$ cat config.mk
export PLATFORM = sky130hd
export DESIGN_NAME = mdio_autopoll
export DESIGN_NICKNAME = d
export VERILOG_FILES = /design/src/rtl/mdio_ap_pkg.sv /design/src/rtl/mdio_ap_cfg.sv /design/src/rtl/mdio_ap_clkdiv.sv /design/src/rtl/mdio_ap_frame.sv /design/src/rtl/mdio_ap_cmp.sv /design/src/rtl/mdio_autopoll.sv
export SDC_FILE = /design/constraint.sdc
export NUM_CORES = 1
export LEC_CHECK = 0
export ABC_AREA = 0
export BUFFER_PORTS_ARGS = -buffer_cell sky130_fd_sc_hd__buf_4
export CAP_MARGIN = 10
export CELL_PAD_IN_SITES_DETAIL_PLACEMENT = 0
export CELL_PAD_IN_SITES_GLOBAL_PLACEMENT = 1
export CORE_ASPECT_RATIO = 2
export CORE_MARGIN = 2
export CORE_UTILIZATION = 51
export DETAILED_ROUTE_END_ITERATION = 8
export HOLD_SLACK_MARGIN = 0.12
export PLACE_DENSITY_LB_ADDON = 0.1
export SLEW_MARGIN = 5
export SYNTH_ARGS = -nofsm -noshare
export SYNTH_HDL_FRONTEND = slang
export SYNTH_SLANG_ARGS = --single-unit
$ cat constraint.sdc
create_clock -name clk_i -period 6 [get_ports clk_i]
set_input_delay 1.2 -clock clk_i [delete_from_list [all_inputs] [get_ports clk_i]]
set_output_delay 1.2 -clock clk_i [all_outputs]
set_load 0.02 [all_outputs]
$ cat src/rtl/mdio_ap_pkg.sv
package mdio_ap_pkg;
  typedef struct packed {
    logic       en;
    logic [1:0] rsv_hi;
    logic [4:0] reg_num;
    logic       rsv_lo;
    logic       nopre;
    logic       dflt;
    logic [4:0] phy;
  } ap_cfg_t;

  localparam logic [15:0] CFG_WMASK = 16'h9F7F;

  typedef struct packed {
    logic [4:0] phy;
    logic [4:0] reg_num;
  } ap_key_t;

  typedef enum logic [2:0] {ST_IDLE, ST_PRE, ST_CMD, ST_TA, ST_DATA} fr_state_e;
endpackage

$ cat src/rtl/mdio_ap_cfg.sv
module mdio_ap_cfg
  import mdio_ap_pkg::*;
(
  input  logic        clk_i,
  input  logic        rst_ni,
  input  logic        we_i,
  input  logic [15:0] wdata_i,
  input  logic        glb_en_i,
  input  logic [4:0]  dflt_addr_i,
  input  logic        dflt_nopre_i,
  output logic [15:0] rdata_o,
  output ap_key_t     key_o,
  output logic        nopre_o,
  output logic        act_o
);
  ap_cfg_t cfg_q;

  always_ff @(posedge clk_i or negedge rst_ni) begin
    if (!rst_ni)   cfg_q <= '0;
    else if (we_i) cfg_q <= ap_cfg_t'(wdata_i & CFG_WMASK);
  end

  assign rdata_o       = cfg_q;
  assign act_o         = cfg_q.en & glb_en_i;
  assign key_o.phy     = cfg_q.dflt ? dflt_addr_i : cfg_q.phy;
  assign key_o.reg_num = cfg_q.reg_num;
  assign nopre_o       = cfg_q.dflt ? dflt_nopre_i : cfg_q.nopre;
endmodule

$ cat src/rtl/mdio_ap_clkdiv.sv
module mdio_ap_clkdiv #(
  parameter int CLK_DIV = 8
) (
  input  logic clk_i,
  input  logic rst_ni,
  output logic mdc_o,
  output logic rise_o,
  output logic fall_o
);
  localparam int HALF = CLK_DIV / 2;
  localparam int CW   = $clog2(CLK_DIV);

  logic [CW-1:0] cnt_q;
  logic          mdc_q;

  assign rise_o = (cnt_q == CW'(HALF - 1));
  assign fall_o = (cnt_q == CW'(CLK_DIV - 1));
  assign mdc_o  = mdc_q;

  always_ff @(posedge clk_i or negedge rst_ni) begin
    if (!rst_ni) begin
      cnt_q <= '0;
      mdc_q <= 1'b0;
    end else begin
      cnt_q <= fall_o ? '0 : cnt_q + CW'(1);
      if (rise_o)      mdc_q <= 1'b1;
      else if (fall_o) mdc_q <= 1'b0;
    end
  end
endmodule

$ cat src/rtl/mdio_ap_frame.sv
module mdio_ap_frame
  import mdio_ap_pkg::*;
#(
  parameter int PRE_LEN  = 32,
  parameter int IDLE_MDC = 1024
) (
  input  logic        clk_i,
  input  logic        rst_ni,
  input  logic        act_i,
  input  ap_key_t     key_i,
  input  logic        nopre_i,
  input  logic        rise_i,
  input  logic        fall_i,
  input  logic        mdio_i,
  output logic        mdio_o,
  output logic        mdio_oe_o,
  output logic        rd_valid_o,
  output logic [15:0] rd_data_o,
  output ap_key_t     rd_key_o
);
  localparam int BMAX = (PRE_LEN > 16) ? PRE_LEN : 16;
  localparam int BCW  = $clog2(BMAX);
  localparam int ICW  = $clog2(IDLE_MDC + 1);

  fr_state_e      st_q;
  logic [BCW-1:0] bit_q;
  logic [ICW-1:0] idle_q;
  logic [13:0]    cmd_q;
  logic [15:0]    rd_q;
  ap_key_t        key_q;

  always_ff @(posedge clk_i or negedge rst_ni) begin
    if (!rst_ni) begin
      st_q   <= ST_IDLE;
      bit_q  <= '0;
      idle_q <= '0;
      cmd_q  <= '0;
      rd_q   <= '0;
      key_q  <= '0;
    end else if (!act_i) begin
      st_q   <= ST_IDLE;
      bit_q  <= '0;
      idle_q <= '0;
    end else begin
      if (rise_i && st_q == ST_DATA) rd_q <= {rd_q[14:0], mdio_i};
      if (fall_i) begin
        unique case (st_q)
          ST_IDLE: begin
            if (idle_q == ICW'(IDLE_MDC - 1)) begin
              idle_q <= '0;
              bit_q  <= '0;
              key_q  <= key_i;
              cmd_q  <= {4'b0110, key_i};
              st_q   <= nopre_i ? ST_CMD : ST_PRE;
            end else begin
              idle_q <= idle_q + ICW'(1);
            end
          end
          ST_PRE: begin
            if (bit_q == BCW'(PRE_LEN - 1)) begin
              bit_q <= '0;
              st_q  <= ST_CMD;
            end else bit_q <= bit_q + BCW'(1);
          end
          ST_CMD: begin
            cmd_q <= cmd_q << 1;
            if (bit_q == BCW'(13)) begin
              bit_q <= '0;
              st_q  <= ST_TA;
            end else bit_q <= bit_q + BCW'(1);
          end
          ST_TA: begin
            if (bit_q == BCW'(1)) begin
              bit_q <= '0;
              st_q  <= ST_DATA;
            end else bit_q <= bit_q + BCW'(1);
          end
          ST_DATA: begin
            if (bit_q == BCW'(15)) begin
              bit_q <= '0;
              st_q  <= ST_IDLE;
            end else bit_q <= bit_q + BCW'(1);
          end
          default: st_q <= ST_IDLE;
        endcase
      end
    end
  end

  assign mdio_oe_o  = (st_q == ST_PRE) || (st_q == ST_CMD);
  assign mdio_o     = (st_q == ST_PRE) || ((st_q == ST_CMD) && cmd_q[13]);
  assign rd_valid_o = act_i && fall_i && (st_q == ST_DATA) && (bit_q == BCW'(15));
  assign rd_data_o  = rd_q;
  assign rd_key_o   = key_q;
endmodule

$ cat src/rtl/mdio_ap_cmp.sv
module mdio_ap_cmp
  import mdio_ap_pkg::*;
(
  input  logic        clk_i,
  input  logic        rst_ni,
  input  logic        act_i,
  input  logic        rd_valid_i,
  input  logic [15:0] rd_data_i,
  input  ap_key_t     rd_key_i,
  input  logic        clr_i,
  output logic        irq_o
);
  logic        base_vld_q;
  ap_key_t     base_key_q;
  logic [15:0] base_q;
  logic        irq_q;
  logic        det;

  // compare only against a baseline of the same target
  assign det = rd_valid_i && base_vld_q && (rd_key_i == base_key_q) && (rd_data_i != base_q);

  always_ff @(posedge clk_i or negedge rst_ni) begin
    if (!rst_ni) begin
      base_vld_q <= 1'b0;
      base_key_q <= '0;
      base_q     <= '0;
      irq_q      <= 1'b0;
    end else begin
      if (!act_i) begin
        base_vld_q <= 1'b0;
      end else if (rd_valid_i) begin
        base_vld_q <= 1'b1;
        base_key_q <= rd_key_i;
        base_q     <= rd_data_i;
      end
      irq_q <= (irq_q & ~clr_i) | det;
    end
  end

  assign irq_o = irq_q;
endmodule

$ cat src/rtl/mdio_autopoll.sv
module mdio_autopoll
  import mdio_ap_pkg::*;
#(
  parameter int CLK_DIV  = 8,
  parameter int IDLE_MDC = 1024,
  parameter int PRE_LEN  = 32
) (
  input  logic        clk_i,
  input  logic        rst_ni,
  input  logic        cfg_we_i,
  input  logic [15:0] cfg_wdata_i,
  output logic [15:0] cfg_rdata_o,
  input  logic        irq_clr_i,
  output logic        irq_o,
  input  logic        glb_en_i,
  input  logic [4:0]  dflt_addr_i,
  input  logic        dflt_nopre_i,
  output logic        mdc_o,
  output logic        mdio_o,
  output logic        mdio_oe_o,
  input  logic        mdio_i
);
  ap_key_t     key, rd_key;
  logic        nopre, act, rise, fall, rd_valid;
  logic [15:0] rd_data;

  mdio_ap_cfg u_cfg (
    .clk_i, .rst_ni,
    .we_i(cfg_we_i), .wdata_i(cfg_wdata_i),
    .glb_en_i, .dflt_addr_i, .dflt_nopre_i,
    .rdata_o(cfg_rdata_o), .key_o(key), .nopre_o(nopre), .act_o(act)
  );

  mdio_ap_clkdiv #(.CLK_DIV(CLK_DIV)) u_div (
    .clk_i, .rst_ni, .mdc_o, .rise_o(rise), .fall_o(fall)
  );

  mdio_ap_frame #(.PRE_LEN(PRE_LEN), .IDLE_MDC(IDLE_MDC)) u_frame (
    .clk_i, .rst_ni, .act_i(act), .key_i(key), .nopre_i(nopre),
    .rise_i(rise), .fall_i(fall), .mdio_i,
    .mdio_o, .mdio_oe_o,
    .rd_valid_o(rd_valid), .rd_data_o(rd_data), .rd_key_o(rd_key)
  );

  mdio_ap_cmp u_cmp (
    .clk_i, .rst_ni, .act_i(act),
    .rd_valid_i(rd_valid), .rd_data_i(rd_data), .rd_key_i(rd_key),
    .clr_i(irq_clr_i), .irq_o
  );
endmodule

Word level (Yosys, flattened, before mapping)
Index checks and enable logic that the tools add are counted.

Add/subtract/negate cells: 3. Eq/ne operators: 23. Mux-type cells: 30. Bitwise operators: 4. Reductions and logical operators: 20.

Operator list (count): 11-bit two-way mux (4); 5-bit two-way mux (8); 14-bit one-hot mux with 2 select lines (1); 5-bit one-hot mux with 5 select lines (1); 3-bit two-way mux (8); 16-bit inequality test (1); 3-bit inequality test, second input constant (5); 3-bit one-hot mux with 5 select lines (1); 14-bit two-way mux (1); 11-bit by 1-bit adder with 11-bit output, second input constant (1); 11-bit by 10-bit == test with 1-bit output, second input constant (1); 10-bit == test (1); 5-bit by 4-bit == test with 1-bit output, second input constant (2); 3-bit by 2-bit == test with 1-bit output, second input constant (3); 1-bit logical AND (8); 4-bit AND reduction (2); 3-bit == test, second input constant (2); 2-bit inequality test, second input constant (3); 6-bit inequality test, second input constant (1); 2-bit AND reduction (3); 6-bit AND reduction (1); 5-bit by 1-bit adder with 5-bit output, second input constant (1); 5-bit by 1-bit == test with 1-bit output, second input constant (1); 5-bit == test, second input constant (1); other kinds (12) (19).

Register bits: 104. Bits of input ports: 28. Output and inout bits: 20. Word-level logic and storage cells: 99.

Longest topological paths before layout
Depth in word-level cells: 8. Mapped depth: 9. Mapped depth without buffers: 9.

Cells and area by module
Synthesis repeated with hierarchy kept, for this count alone.

Cell total of the unflattened synthesis: 417. Area, all modules: 5205.0 um2.

By module, submodules not included: mdio_ap_frame (times used 1, cells an instance 264, area an instance 2952.8 um2, seq. area each 1476.4 um2); mdio_ap_cmp (times used 1, cells an instance 96, area an instance 1422.6 um2, seq. area each 700.7 um2); mdio_ap_cfg (times used 1, cells an instance 44, area an instance 663.1 um2, seq. area each 325.3 um2); mdio_ap_clkdiv (times used 1, cells an instance 13, area an instance 166.4 um2, seq. area each 100.1 um2).

Worst setup path after synthesis
No wires, ideal clock.

Path kind: input-to-reg. From: input glb_en_i. To: register u_cmp.base_key_q[9] in the netlist's numbering. Setup time: 0.125 ns. Arrival: 2.444 ns. Required time: 5.875 ns. Path slack: 3.431 ns. Stages on the path: 5. Buffers on the path: 2. Cells stage by stage: and2_1 clkbuf_1 nand4_2 clkbuf_1 mux2_2.

Word-level cells in the longest chain between the ends: 5.

RTL lines: from (decl) (line mdio_autopoll.sv:15) `input logic glb_en_i,`; 1-bit bitwise AND (*) (line mdio_ap_cfg.sv:24) `assign act_o = cfg_q.en & glb_en_i;`; 1-bit logical AND (3 in series) (line mdio_ap_frame.sv:92) `assign rd_valid_o = act_i && fall_i && (st_q == ST_DATA) && (bit_q == BCW'(15));`; 2-bit AND reduction (no line) (*); to (signal assigned) (line mdio_ap_cmp.sv:33) `base_key_q <= rd_key_i;`; to (decl) (line mdio_ap_cmp.sv:14) `ap_key_t base_key_q;`.

Mark *: on every way between the ends. The rest lies on a longest branch, timed or not. A chain may end at the register's enable or synchronous reset.

Final worst setup path
From: input glb_en_i. To: register u_cmp.irq_q, in the netlist u_cmp.irq_o.

Word-level cells in the longest chain between the ends: 8.

RTL lines: 1-bit bitwise AND (line mdio_ap_cfg.sv:24); 1-bit logical AND (3 in series) (line mdio_ap_frame.sv:92); 1-bit logical AND (3 in series) (line mdio_ap_cmp.sv:20) `assign det = rd_valid_i && base_vld_q && (rd_key_i == base_key_q) && (rd_data_i != base_q);`; 1-bit bitwise OR (line mdio_ap_cmp.sv:36) `irq_q <= (irq_q & ~clr_i) | det;`; to (signal assigned) (line mdio_ap_cmp.sv:36); to (decl) (line mdio_ap_cmp.sv:16) `logic irq_q;`.

Every way passes these cells.

==> results.md <==
* First-pass GRT wire length at about 16000 um
* Syn avg cell area at 11.2 sq um
* Hold depth at 1
* Top Ports at 48
* Synth cell count leaders: 104 x dfrtp_1, 55 x mux2_2, 55 x nand2_1
* IO buf count at 41
* Hold path startpoint: u_div.cnt_q[0]$_DFF_PN0_
* Initial antenna violation count at 0
* FILL cells at 826
* HP Class: flop to flop
* Worst R2R Start: u_frame.st_q[1]$_DFFE_PN0P_
* Routed Antenna Nets at 0
* Post-CTS Setup Inserts at 0
* Drt first pass iters at 4
* Final setup margin at 2880 ps
* WL met3 at 258 um
* Mapped Cells at ~440
* CP Data Required Time at 6260 ps
* Slew Limit Fails at 0
* Top achievable clock speed at 320 MHz
* Placed inst area at 0.00522 sq mm
* R2r setup slk at approximately 3200 ps
* Gpl congestion at 0.836
* Rows at 50
* Actual slew at the worst max-slew pin at 963 ps
* Gr usage total at roughly 19%
* Post-synthesis cell area at approximately 0.005 sq mm
* H-Tree Depth at 3
* FF+latch count, synth at between 100 and 150
* Startpoint Class: primary input
* RSZ-0062 raised after global routing: false
* Share of layout cells above drive strength 1 at 25.5%
* Overall routed net length at between 9000 and 10000 um
* Initial Util at 52.4%
* Family with the most delay on the worst path: simple AND/OR/NAND/NOR gates
* Tcrit/Tclk final at a little over half
* Number of vias per cell at about 5.6
* Largest net degree at the start of global routing at 58
* Overall die area at 0.0105 sq mm
* Core area at 0.00938 sq mm
* Status: finished, final reports clean
* Post-layout min period at 3120 ps
* Share of Yosys cell area claimed by the top area cell type at between 50% and 60%
* CTS tree: built
* Max-cap violations at 0
* Ys Warns at 0
* Via count at 3207
* Max IR drop VDD at 0.135 mV
* Kind of critical path: primary input to flop
* Clock slew at reported path FFs at 70 ps
* Met2 Wirelength at 4960 um
* Area of the multi-input gates at 0.00212 sq mm
* Fin area at about 0.0055 sq mm
* CP Data Arrival Time at 3380 ps
* Leakage at 2.63 nW
* Worst path slowest cell: nand4_2
* Wl on met1 at between 3000 and 4000 um
* Final Hold Viols at 0
* Diodes inserted at 0
* Count of buffer and inverter cells on the critical path at 1
* CTS Root Cell: clkbuf_16
* Leading post-synthesis cells by cell area: dfrtp_1 53%, mux2_2 13%, xnor2_1 5.3%
* Die width at around 73 um
* CTS sink count at 104
* Initial DRC count at 176
* Hpwl dp at 6620 um
* Storage cell area at roughly 0.0026 sq mm
* Primary FF master, synth: dfrtp_1
* Clk_skew at roughly 6.6 ps
* Later-pin clock latency in the skew report at approximately 340 ps
* CTS Hold Bufs at 0
* Area Growth Syn to Fin at 11.8%
* Count leader, synth: dfrtp_1
* Dpl cells at between 500 and 600
* CTS Buf Count at 9
* Worst path cell trace: buf_4 > and2_1 > nand4_2 > or4_1 > o22ai_1
* Number of synthesized flops with an enable pin at 0
* Final layout net count at just over 500
* Endpoint, Worst Hold: u_div.cnt_q[0]$_DFF_PN0_
* Worst Setup End Kind: flop
* Uppermost layer routed: met4
* Worst slack, placed at 2530 ps
* Vias in the first global route at between 3k and 4k
* Power Dens Cells at 246 mW/mm^2
* Reg-to-reg endpoint: u_cmp.irq_o$_DFF_PN0_
* Final setup TNS at 0 ps
* Remaining DRCs at 0
* Die height at 143 um
* Total gr overflow at 0
* CP max stage delay at 820 ps
* Post-CTS resize count at 0
* Reg2reg path depth at 5
* Non-Filler Instances at 575
* CP Max Fanout at 28
* WL per Instance at around 16 um
* Leading area contributor after synthesis: dfrtp_1
* Max-slew headroom at between 30% and 40%
* Setup violators final at 0
* Register area share after synthesis at 52.9%
* Distinct cells, synth at 49
* Async set-reset flop share out of synthesis at 100%
* Max clock buf depth at 2
## where the power goes
| group | leakage, nW | internal, W | switching [W] |
|---|---|---|---|
| registers | 1.41 | 0.000710 | 0.0000110 |
| logic | 1.08 | 0.0000372 | 0.0000492 |
| clock network | 0.133 | 0.000294 | 0.000251 |
| total | 2.63 | 0.00104 | 0.000311 |
## through the flow
| step | hold slack, ps | utilization [%] | total power, W |
|---|---|---|---|
| floorplan | 403 | - | 0.000778 |
| global placement | 415 | 55.6 | 0.000821 |
| detailed placement | 425 | 55.6 | 0.000823 |
| CTS | 435 | 58.6 | 0.00137 |
| global route | 458 | 58.6 | 0.00141 |
| finish | 430 | 58.6 | 0.00135 |
## logic make-up after synthesis
logic type | after synthesis | share of synthesized area [%]
simple gates | 126 | 12.4
flops | 104 | 52.9
mux | 66 | 14.8
compound gates | 59 | 7.51
buf+inv | 40 | 4.02
xor+xnor | 33 | 5.88
fa+ha+maj | 9 | 2.29
other cells | 1 | 0.0763
## area by class of cell
cell class,count,share of cell area [%]
sequential,104,47.3
multi-input combinational,296,38.6
timing repair buffer,42,5.74
clock buffer,12,4.48
tap,104,2.37
inverter,13,0.888
clock inverter,4,0.546
## cell usage in the layout, fill, tap and decap left out, drive strengths merged, types with 2 or more instances in the layout
| master | instances |
|---|---|
| buf | 42 |
| clkbuf | 12 |
| o21ai | 28 |
| nor2b | 3 |
| nand2b | 6 |
| or4 | 2 |
| inv | 13 |
| nand4 | 10 |
| and2 | 2 |
| a22o | 6 |
| nand3b | 2 |
| conb | 3 |
| mux2i | 11 |
| a21oi | 10 |
| dfrtp | 104 |
| o22ai | 2 |
| mux2 | 55 |
| nand3 | 8 |
| xor2 | 3 |
| xnor2 | 30 |
| nor2 | 23 |
| nor3 | 6 |
| ha | 9 |
| nand2 | 55 |
| clkinv | 3 |
| and3 | 2 |
| a31oi | 4 |
## flip-flops by register name (all words and copies together) (netlist names), 8 cells and up
| signal | count |
|---|---|
| u_frame.rd_data_o | 16 |
| u_cmp.base_key_q | 10 |
| u_cmp.base_q | 16 |
| u_cfg.rdata_o | 8 |
| u_frame.cmd_q | 14 |
| u_frame.rd_key_o | 10 |
| u_frame.idle_q | 11 |
## routing by layer
metal / vias up / global-route usage (%)
li1: 1549 / -
met5: - / 0
met2: 51 / 33.2
met4: 0 / 8.13
met1: 1590 / 23.7
met3: 17 / 3.53
## worst max path at each step
stage	slack (ps)	depth (start not counted)	start	endpoint
after detailed placement	2530	5	glb_en_i	u_cmp.irq_o$_DFF_PN0_
final	2880	5	glb_en_i	u_cmp.irq_o$_DFF_PN0_
after floorplan	3430	5	glb_en_i	u_cmp.base_key_q[9]$_DFFE_PN0P_
after CTS	2860	5	glb_en_i	u_cmp.irq_o$_DFF_PN0_
after global routing	2720	5	glb_en_i	u_cmp.irq_o$_DFF_PN0_
after global placement	2510	5	glb_en_i	u_cmp.irq_o$_DFF_PN0_
Note: power is estimated with default switching activity, not from simulation.
